<file path="config.mk">
export PLATFORM = sky130hd
export DESIGN_NAME = pwm_timebase
export DESIGN_NICKNAME = d
export VERILOG_FILES = /design/src/rtl/pwmtb_pkg.sv /design/src/rtl/pwmtb_prescaler.sv /design/src/rtl/pwmtb_period.sv /design/src/rtl/pwmtb_counter.sv /design/src/rtl/pwm_timebase.sv
export SDC_FILE = /design/constraint.sdc
export NUM_CORES = 1
export LEC_CHECK = 0
export ABC_AREA = 1
export CAP_MARGIN = 30
export CORE_MARGIN = 2
export CORE_UTILIZATION = 54
export DETAILED_ROUTE_END_ITERATION = 6
export DONT_BUFFER_PORTS = 1
export HOLD_SLACK_MARGIN = 0.02
export PLACE_DENSITY_LB_ADDON = 0.15
export SLEW_MARGIN = 20
export SYNTH_ARGS = -nofsm -noshare
export SYNTH_HDL_FRONTEND = slang
export SYNTH_SLANG_ARGS = --single-unit
</file>
<file path="constraint.sdc">
create_clock -name clk -period 6.6 [get_ports clk]
set_clock_uncertainty 0.2 [all_clocks]
set_input_delay 1.32 -clock clk [delete_from_list [all_inputs] [get_ports clk]]
set_output_delay 1.32 -clock clk [all_outputs]
set_load 0.03 [all_outputs]
</file>
<file path="src/rtl/pwmtb_pkg.sv">
package pwmtb_pkg;
  typedef enum logic [1:0] {
    CM_UP     = 2'b00,
    CM_DOWN   = 2'b01,
    CM_UPDOWN = 2'b10,
    CM_HOLD   = 2'b11
  } cnt_mode_e;

  // control word field positions (decoded by software drivers)
  localparam int MODE_LSB = 0;
  localparam int IMM_BIT  = 3;
  localparam int LO_LSB   = 7;
  localparam int LO_W     = 3;
  localparam int HI_LSB   = LO_LSB + LO_W;
  localparam int HI_W     = 3;
endpackage

</file>
<file path="src/rtl/pwmtb_prescaler.sv">
module pwmtb_prescaler #(
  parameter int LO_W = 3,
  parameter int HI_W = 3
) (
  input  logic            clk,
  input  logic            rst,
  input  logic            restart,
  input  logic [LO_W-1:0] lo_div,
  input  logic [HI_W-1:0] hi_div,
  output logic            tick
);
  localparam int RATIO_W = LO_W + 1 + (1 << HI_W) - 1;

  logic [RATIO_W-1:0] base;
  logic [RATIO_W-1:0] ratio;
  logic [RATIO_W-1:0] psc_q;

  always_comb begin
    if (lo_div == '0) base = RATIO_W'(1);
    else              base = RATIO_W'({lo_div, 1'b0});
    ratio = base << hi_div;
  end

  assign tick = (psc_q == ratio - RATIO_W'(1));

  always_ff @(posedge clk) begin
    if (rst || restart) psc_q <= '0;
    else if (tick)      psc_q <= '0;
    else                psc_q <= psc_q + RATIO_W'(1);
  end
endmodule

</file>
<file path="src/rtl/pwmtb_period.sv">
module pwmtb_period #(
  parameter int CNT_W = 16
) (
  input  logic             clk,
  input  logic             rst,
  input  logic             wr_en,
  input  logic [CNT_W-1:0] wr_data,
  input  logic             imm_mode,
  input  logic             load_evt,
  output logic [CNT_W-1:0] prd_q,
  output logic [CNT_W-1:0] prd_next
);
  logic [CNT_W-1:0] shadow_q;
  logic [CNT_W-1:0] shadow_next;

  always_comb begin
    prd_next    = prd_q;
    shadow_next = shadow_q;
    if (wr_en) shadow_next = wr_data;
    if (wr_en && imm_mode)      prd_next = wr_data;
    else if (load_evt && !imm_mode) prd_next = shadow_q;
  end

  always_ff @(posedge clk) begin
    if (rst) begin
      prd_q    <= '0;
      shadow_q <= '0;
    end else begin
      prd_q    <= prd_next;
      shadow_q <= shadow_next;
    end
  end
endmodule

</file>
<file path="src/rtl/pwmtb_counter.sv">
module pwmtb_counter
  import pwmtb_pkg::*;
#(
  parameter int CNT_W = 16
) (
  input  logic             clk,
  input  logic             rst,
  input  logic             tick,
  input  cnt_mode_e        mode,
  input  logic [CNT_W-1:0] prd,
  input  logic [CNT_W-1:0] prd_next,
  output logic [CNT_W-1:0] cnt_q,
  output logic             dir_q,
  output logic             zero_q,
  output logic             peak_q
);
  localparam logic [CNT_W-1:0] ONE = CNT_W'(1);

  logic [CNT_W-1:0] cnt_d;
  logic             dir_d;
  logic             adv;

  assign adv = tick && (mode != CM_HOLD);

  always_comb begin
    cnt_d = cnt_q;
    dir_d = dir_q;
    if (adv) begin
      unique case (mode)
        CM_UP: begin
          dir_d = 1'b0;
          cnt_d = (cnt_q >= prd) ? '0 : cnt_q + ONE;
        end
        CM_DOWN: begin
          dir_d = 1'b1;
          cnt_d = (cnt_q == '0) ? prd : cnt_q - ONE;
        end
        CM_UPDOWN: begin
          if (!dir_q) begin
            if (cnt_q >= prd) begin
              dir_d = 1'b1;
              cnt_d = (cnt_q == '0) ? '0 : cnt_q - ONE;
            end else begin
              cnt_d = cnt_q + ONE;
            end
          end else begin
            if (cnt_q == '0) begin
              dir_d = 1'b0;
              cnt_d = (prd == '0) ? '0 : ONE;
            end else begin
              cnt_d = cnt_q - ONE;
            end
          end
        end
        default: ;
      endcase
    end
  end

  always_ff @(posedge clk) begin
    if (rst) begin
      cnt_q  <= '0;
      dir_q  <= 1'b0;
      zero_q <= 1'b0;
      peak_q <= 1'b0;
    end else begin
      cnt_q  <= cnt_d;
      dir_q  <= dir_d;
      zero_q <= adv && (cnt_d == '0);
      peak_q <= adv && (cnt_d == prd_next);
    end
  end
endmodule

</file>
<file path="src/rtl/pwm_timebase.sv">
module pwm_timebase
  import pwmtb_pkg::*;
#(
  parameter int CNT_W  = 16,
  parameter int CTRL_W = 16
) (
  input  logic              clk,
  input  logic              rst,
  input  logic              ctl_we,
  input  logic [CTRL_W-1:0] ctl_wdata,
  input  logic              prd_we,
  input  logic [CNT_W-1:0]  prd_wdata,
  output logic [CNT_W-1:0]  cnt,
  output logic              cnt_down,
  output logic              zero_evt,
  output logic              prd_evt
);
  cnt_mode_e        mode_q;
  logic             imm_q;
  logic [LO_W-1:0]  lo_q;
  logic [HI_W-1:0]  hi_q;
  logic             tick_w;
  logic             ld_evt;
  logic [CNT_W-1:0] prd_act;
  logic [CNT_W-1:0] prd_nx;
  logic             unused_ctl;

  assign unused_ctl = ^ctl_wdata;

  always_ff @(posedge clk) begin
    if (rst) begin
      mode_q <= CM_UP;
      imm_q  <= 1'b0;
      lo_q   <= '0;
      hi_q   <= '0;
    end else if (ctl_we) begin
      mode_q <= cnt_mode_e'(ctl_wdata[MODE_LSB +: 2]);
      imm_q  <= ctl_wdata[IMM_BIT];
      lo_q   <= ctl_wdata[LO_LSB +: LO_W];
      hi_q   <= ctl_wdata[HI_LSB +: HI_W];
    end
  end

  pwmtb_prescaler #(.LO_W(LO_W), .HI_W(HI_W)) u_psc (
    .clk     (clk),
    .rst     (rst),
    .restart (ctl_we),
    .lo_div  (lo_q),
    .hi_div  (hi_q),
    .tick    (tick_w)
  );

  assign ld_evt = tick_w && (mode_q != CM_HOLD) && (cnt == '0);

  pwmtb_period #(.CNT_W(CNT_W)) u_prd (
    .clk      (clk),
    .rst      (rst),
    .wr_en    (prd_we),
    .wr_data  (prd_wdata),
    .imm_mode (imm_q),
    .load_evt (ld_evt),
    .prd_q    (prd_act),
    .prd_next (prd_nx)
  );

  pwmtb_counter #(.CNT_W(CNT_W)) u_cnt (
    .clk      (clk),
    .rst      (rst),
    .tick     (tick_w),
    .mode     (mode_q),
    .prd      (prd_act),
    .prd_next (prd_nx),
    .cnt_q    (cnt),
    .dir_q    (cnt_down),
    .zero_q   (zero_evt),
    .peak_q   (prd_evt)
  );
endmodule

</file>
==> run metrics, run 1 <==
antenna fix cells 0; Vias/cell around 5.6; Die Ht 111 µm; Logic pwr share 21.6%; Final GP Congestion 0.951; grt total ovfl 0; worst vdd ir 0.171 mV; CTS root buffer clkbuf_16; DPL Wire Length 14200 µm; status finished, final reports clean; Final Non-Filler Cells 1168; Worst Setup End Kind flip-flop; post-route ant nets 0; f_max approximately 230 MHz; drt first-iter violations 628; cell count along the critical path 21; Die X-Extent 111 µm; crit path kind reg2reg; drt pass-1 iters 7; mean post-synth cell area ~6 µm²; CTS Sinks 71; final wirelength roughly 18000 µm; Startpoint Class flip-flop; Yosys reg bits 71; CP max stage delay about 0.59 ns; initial antenna violation count 0; Total Routing Usage GR 30.2%; RSZ-0062 raised after global routing false; sw power 0.378 mW; Bufs and invs on worst path 3; final net count 1085; vias in the first global route 5753; post-cts resize count 0; die area around 12000 µm²; r2r worst-path depth 21; Core ar. 11000 µm²; Net Sw Frac 31.5%; Tmin final approximately 4.3 ns; Max-Cap Viols 0; Hold Fails Final Rpt 0; H-tree Lvls 3; Placed Cells 1153; YS warnings 0; most frequent cells in the layout 305 x nand2_1, 116 x inv_1, 112 x nor2_1; fin. max-slew vios 0; Post-Syn Instances 1051; TritonCTS buffer count 9; Worst-Margin Slew 0.767 ns; Setup Viol. Count Final 0; Max clock buf depth 2; largest net degree at the start of global routing 37; Fillers 1125; Pint 0.823 mW; number of core rows 38; Post-Syn Nets 1112; design area 6440 µm²; Flop pwr share 38.0%; Leak 3.06 nW; HP Class reg2reg; Initial Util 55.9%; CP max stage cell dfxtp_1; register area share after synthesis 23.2%; Post-synth EDFFs 0; residual DRC count 0; IO Port Bufs 0; Reg clk slew, reported paths approximately 0.06 ns; Post-CTS Setup Bufs 0; CP required roughly 6.7 ns; commonest non-fill, non-tap cell in the layout nand2_1; count of cell types in the netlist 43; Data arrival, critical path 4.38 ns; ys flop type dfxtp_1; PwrDens between 150 and 200 nW/µm²; Worst slew margin 48.8%; Critical Path, Cell by Cell inv_1, nand4_1, ha_1, nand2_2, nor2_4, nand3_1, nand3_1, nand2_1, inv_1, nand2_1, nor2_2, nand4_2, nand2_1, nand3_1, nand3_1, nand2_1, inv_1, nand2_1, nor2_1, nand3_1, nor2_1; Clk pwr share 40.3%; DR vias 6594; first-pass GRT wire length 30000 µm; Yosys top cell by area dfxtp_1; share of the synthesized area in the top cell type 23.2%; TNS Setup 0 ns; synthesized area 6140 µm²; placed cell areas slightly above 6000 µm²; share of flip-flops with an asynchronous set or reset 0%; Hold-fix buffers, CTS 0; clk_lat worst skew 0.34 ns; crit-path leading delay family simple AND/OR/NAND/NOR gates; Tot Pwr roughly 1.2 mW; fraction of layout cells with a size suffix above 1 5.84%; fin crit share 65.3%; boundary pin count 55; Worst Path Max Fanout 22; Worst Hold Path Cells 2; Area growth, synth to finish 4.99%; routed len/inst ~16 µm; largest cells by area after synthesis dfxtp_1 23%, nand2_1 19%, nand3_1 8.0%, inv_1 7.1%, nor2_1 6.9%; CTS tree done
state kept, by name (all words and copies together), names as in the netlist, 2 cells and up:
| register | flops |
|---|---|
| u_prd.prd_q | 16 |
| u_psc.psc_q | 11 |
| hi_q | 3 |
| u_cnt.cnt_q | 16 |
| u_prd.shadow_q | 16 |
| lo_q | 3 |
| mode_q | 2 |
per-stage QoR:
stage	hold slack (ns)	util, %	setup WS (ns)
after global routing	0.295	58.7	1.92
after detailed placement	0.253	56.0	2.40
final	0.259	58.7	2.29
after CTS	0.263	58.7	2.36
after global placement	0.242	56.0	2.42
after floorplan	0.230	-	3.55
Yosys cell counts, types with 22 or more instances:
| cell | count |
|---|---|
| nand4_1 | 25 |
| nor3_1 | 22 |
| inv_1 | 116 |
| o21ai_0 | 61 |
| dfxtp_1 | 71 |
| clkbuf_1 | 30 |
| nor2_1 | 112 |
| nand3_1 | 98 |
| ha_1 | 25 |
| a21oi_1 | 59 |
| nand2_1 | 305 |
| xor2_1 | 26 |
area by class of cell:
class	count	area, µm²	area share (%)
Inverter	127	478	7.42
Clock inverter	3	43.8	0.680
Sequential cell	71	1420	22.1
Multi-Input combinational cell	810	4040	62.7
Timing Repair Buffer	5	37.5	0.583
Clock buffer	12	246	3.83
Tap cell	140	175	2.72
cell families after synthesis:
kind of cell / after synthesis / share of synthesized area (%)
adders and majority gates: 25 / 5.10
xor gates and xnor gates: 27 / 3.85
buffers and inverters: 170 / 11.0
DFF: 71 / 23.2
AOI/OAI and AO/OA: 153 / 13.5
and+or+nand+nor: 605 / 43.4
worst paths after layout:
path / start / to / slack (ns)
worst max-delay path: hi_q[2] / u_cnt.peak_q / 2.29
worst min-delay path: u_prd.shadow_q[2] / u_prd.shadow_q[2] / 0.26
worst max register to register: hi_q[2] / u_cnt.peak_q / 2.29
worst min register to register: u_prd.shadow_q[2] / u_prd.shadow_q[2] / 0.26
power by group through the flow:
stage,clock network [mW],logic (mW),registers [mW]
finish,0.485,0.260,0.457
global route,0.506,0.292,0.459
CTS,0.487,0.255,0.457
detailed placement,0,0.254,0.466
global placement,0,0.251,0.466
floorplan,0,0.204,0.460
worst register-to-register path: cells and delay by family, from the launching register on:
kind	cells	cell delay (ns)
AND/OR/NAND/NOR	17	2.61
adder cells (fa/ha/maj)	1	0.35
buffers and inverters	3	0.50
flip-flops	1	0.59
routing by layer:
metal	track usage, %	wire, µm	vias up
li1	-	-	3351
met1	46.3	8780	2910
met2	42.5	7540	296
met3	4.50	1640	37
met4	10.3	493	0
met5	0	0	-
Note: power is estimated with default switching activity, not from simulation.
==> inputs of run 2 (changes only) <==
==> constraint.sdc (replaced) <==
create_clock -name clk -period 3.8 [get_ports clk]
set_clock_uncertainty 0.2 [all_clocks]
set_input_delay 0.76 -clock clk [delete_from_list [all_inputs] [get_ports clk]]
set_output_delay 0.76 -clock clk [all_outputs]
set_load 0.03 [all_outputs]
==> run metrics, run 2 (synthesis results as in run 1) <==
Worst slew margin between 50% and 60%; DPL Wire Length 14600 µm; PwrDens between 300 and 400 nW/µm²; H-tree Lvls 3; clk_lat worst skew between 0.3 and 0.4 ns; Max clock buf depth 2; CTS root buffer clkbuf_16; drt pass-1 iters 5; largest registers u_cnt.cnt_q (16), u_prd.prd_q (16), u_prd.shadow_q (16); post-route ant nets 0; CTS Sinks 71; grt total ovfl 0; r2r worst-path depth 15; number of core rows 38; Core ar. 11000 µm²; Setup Viol. Count Final 0; Total Routing Usage GR a little under a third; fraction of layout cells with a size suffix above 1 9.05%; drt first-iter violations ~570; Die Ht 111 µm; Initial Util 55.9%; first-pass GRT wire length 30500 µm; Tmin final between 3 and 4 ns; Reg clk slew, reported paths 0.06 ns; Worst-Margin Slew approximately 0.67 ns; CP required between 3 and 4 ns; die area 12200 µm²; Die X-Extent 111 µm; final wirelength about 19000 µm; Area growth, synth to finish 9.50%; commonest non-fill, non-tap cell in the layout nand2_1; f_max 288 MHz; CTS tree done; Data arrival, critical path ~3.5 ns; fin. max-slew vios 0; status finished, final reports clean; Worst Setup End Kind flip-flop; Max-Cap Viols 0; fin crit share 91.4%; vias in the first global route 6039; boundary pin count between 50 and 60; Hold-fix buffers, CTS 0; largest net degree at the start of global routing 37; TritonCTS buffer count 9; most frequent cells in the layout 304 x nand2_1, 116 x inv_1, 112 x nor2_1; routed len/inst 15.5 µm; Hold Fails Final Rpt 0; Worst Hold Path Cells 2; placed cell areas 6390 µm²; antenna fix cells 0; initial antenna violation count 0; Startpoint Class flip-flop; Vias/cell ~5.6; DR vias 6714; Leak approximately 3.2 nW; HP Class reg2reg; crit path kind reg2reg; Worst Path Max Fanout 5; final net count 1117; RSZ-0062 raised after global routing false; TNS Setup 0 ns; IO Port Bufs 0; Final GP Congestion 1.01; worst vdd ir just under 0.3 mV; residual DRC count 0; design area 6720 µm²
==> run 2: report_power, final <==
part,switching (mW),internal [mW]
sequential,0.0215,0.772
combinational,0.324,0.148
clock,0.309,0.546
==> run 2: layout make-up <==
class	count	area, µm²
clock inverters	2	38.8
repair buffers	37	282
fillers	1090	4260
flip-flops and latches	71	1420
multi-input cells	810	4050
clock buffers	14	264
well taps	140	175
inverters	127	484
==> run 2: per-layer routing <==
metal	vias up	part of all wire, %	GRT usage (%)
met5	-	0	0
met3	40	10	7.30
li1	3434	-	-
met4	0	2.7	10.5
met1	2931	47	45.6
met2	309	40	43.2
==> run 2: path summary, 6_finish.rpt <==
kind / startpoint / end / slack (ns)
setup / recovery: hi_q[0] / u_cnt.zero_q / 0.33
setup reg to reg: hi_q[0] / u_cnt.zero_q / 0.33
hold / removal: u_prd.shadow_q[0] / u_prd.shadow_q[0] / 0.26
hold reg to reg: u_prd.shadow_q[0] / u_prd.shadow_q[0] / 0.26
==> run 2: through the flow <==
stage | hold slack [ns] | instances | util, % | setup slack [ns] | power (mW)
3_3_place_gp | 0.243 | 1184 | 58.1 | 0.265 | 1.26
5_1_grt | 0.279 | 1201 | 61.2 | 0.0308 | 2.23
2_1_floorplan | 0.230 | 1051 | - | 0.753 | 1.15
4_1_cts | 0.258 | 1200 | 60.9 | 0.213 | 2.11
3_5_place_dp | 0.250 | 1184 | 58.1 | 0.246 | 1.26
6_report | 0.256 | 1201 | 61.2 | 0.327 | 2.12
==> run 2: what timing repair did <==
action,4_1_cts,5_1_grt
setup buffers,0,1
setup endpoints to repair,0,2
gates resized for setup,0,9
==> run 2: worst max-delay path: stages, from the launching register on <==
cell      delay, ns
dfxtp_2        0.34
nor2_2         0.20
nand4_1        0.24
ha_1           0.38
xor2_1         0.14
a21boi_2       0.18
nand3_1        0.10
nor2_1         0.12
nand2_1        0.08
nor2_1         0.11
nand2_1        0.14
nor3_1         0.30
nand4_1        0.22
nor4_1         0.37
nand4_1        0.14
nor2_1         0.15
==> inputs of run 3 (changes only) <==
==> constraint.sdc (replaced) <==
create_clock -name clk -period 3.8 [get_ports clk]
set_clock_uncertainty 0.2 [all_clocks]
set_input_delay 0.38 -clock clk [delete_from_list [all_inputs] [get_ports clk]]
set_output_delay 0.38 -clock clk [all_outputs]
set_load 0.03 [all_outputs]
==> run metrics, run 3 (synthesis results as in run 1) <==
Area growth, synth to finish 12.1%; CTS root buffer clkbuf_16; vias in the first global route 6072; TritonCTS buffer count 9; Total Routing Usage GR 31.4%; Worst-Margin Slew 0.668 ns; Tmin final about 3.5 ns; Hold Fails Final Rpt 0; most frequent CP cell nand2_1; f_max 288 MHz; CP required between 3 and 4 ns; Finished Core Util 62.6%; TNS Setup 0 ns; CTS Sinks 71; WHS 0.0300 ns; Placed Cells 1181; IO Port Bufs 0; drt first-iter violations 693; boundary pin count 55; drt pass-1 iters 5; Die Ht between 100 and 150 µm; Core ar. 11000 µm²; fraction of layout cells with a size suffix above 1 8.97%; Data arrival, critical path roughly 3.5 ns; crit path kind reg2reg; clk_lat worst skew 0.34 ns; RSZ-0062 raised after global routing false; number of core rows 38; final wirelength 19200 µm; die area 12200 µm²; residual DRC count 0; fin crit share 91.3%; post-route ant nets 0; Leak between 3 and 4 nW; grt total ovfl 0; largest registers u_cnt.cnt_q (16), u_prd.prd_q (16), u_prd.shadow_q (16); Critical Path, Cell by Cell nor2_4, nand2_1, nand2_1, nand3_2, ha_2, xor2_1, a21boi_1, nand3_1, nor2_1, nand2_1, nor2_1, nand2_1, nor2_4, nand4_1, nand3_1, nand2_1, nand2_1, nand2_1, inv_1, nand2_1, nor2_1, nand3_1, nor2_1; Worst R2R Start lo_q[2]; CTS tree done; Startpoint Class flip-flop; commonest non-fill, non-tap cell in the layout nand2_1; fin. max-slew vios 0; crit-path leading delay family simple AND/OR/NAND/NOR gates; Reg clk slew, reported paths 0.06 ns; Initial Util 55.9%; most frequent cells in the layout 305 x nand2_1, 116 x inv_1, 112 x nor2_1; Max clock buf depth 2; final net count 1126; Die X-Extent between 100 and 150 µm; PwrDens between 300 and 400 nW/µm²; largest net degree at the start of global routing 34; antenna fix cells 0; Max-Cap Viols 0; DPL Wire Length 14700 µm; Vias/cell 5.61; CP max stage delay about 0.35 ns; Setup Viol. Count Final 0; hold path start prd_we; first-pass GRT wire length 31300 µm; worst vdd ir 0.272 mV; Final Non-Filler Cells around 1.2k; H-tree Lvls 3; Bufs and invs on worst path 1; routed len/inst 15.9 µm; Worst Setup End Kind flip-flop; status finished, final reports clean; Worst Path Max Fanout 8; Final GP Congestion 1.04; Worst slew margin 55.4%; HP Class in2reg; CP max stage cell dfxtp_1; initial antenna violation count 0; CP Launch Point lo_q[2]; DR vias 6790
[run 3: layout make-up]
class / instances / area (µm²)
Clock buffer: 12 / 267
Sequential cell: 71 / 1420
Fill cell: 1073 / 4100
Inverter: 127 / 484
Clock inverter: 4 / 76.3
Tap cell: 140 / 175
Timing Repair Buffer: 46 / 402
Multi-Input combinational cell: 810 / 4050
[run 3: repair_timing]
item | CTS | global route
hold endpoints to repair | 41 | 0
buffers inserted | 0 | 1
gates resized for setup | 0 | 8
endpoints found under the setup margin | 0 | 2
hold buffers | 12 | 0
[run 3: worst register-to-register path: stages, from the launching register on]
cell and delay [ns]:
dfxtp_1 0.35, nor2_4 0.18, nand2_1 0.10, nand2_1 0.13, nand3_2 0.13, ha_2 0.35, xor2_1 0.13, a21boi_1 0.20
nand3_1 0.10, nor2_1 0.11, nand2_1 0.07, nor2_1 0.11, nand2_1 0.14, nor2_4 0.21, nand4_1 0.18, nand3_1 0.16
nand2_1 0.07, nand2_1 0.06, nand2_1 0.05, inv_1 0.04, nand2_1 0.05, nor2_1 0.08, nand3_1 0.09, nor2_1 0.12
[run 3: final timing paths]
kind	endpoint	slack, ns	depth (start not counted)
max	u_cnt.peak_q	0.33	23
min	u_prd.shadow_q[12]	0.03	2
max reg2reg	u_cnt.peak_q	0.33	23
min reg2reg	u_prd.shadow_q[0]	0.26	2
[run 3: report_power, final]
part,internal [mW],switching (mW),leakage [nW]
registers,0.771,0.0215,0.580
clock network,0.629,0.327,0.165
logic,0.151,0.333,2.55
total,1.55,0.682,3.30
[run 3: stage by stage]
stage / power [mW] / setup slack, ns / cell area [µm²]
after CTS: 2.23 / 0.265 / 6840
after global placement: 1.25 / 0.333 / 6360
after detailed placement: 1.26 / 0.315 / 6360
after global routing: 2.34 / 0.0000906 / 6880
after floorplan: 1.15 / 0.753 / 6140
final: 2.23 / 0.332 / 6880
[run 3: per-layer routing]
| metal | global-route usage, % | up-vias | part of all wire, % |
|---|---|---|---|
| li1 | - | 3441 | - |
| met1 | 47.0 | 2969 | 46 |
| met2 | 45.8 | 349 | 41 |
| met3 | 6.31 | 31 | 11 |
| met4 | 8.17 | 0 | 1.8 |
| met5 | 0 | - | 0 |
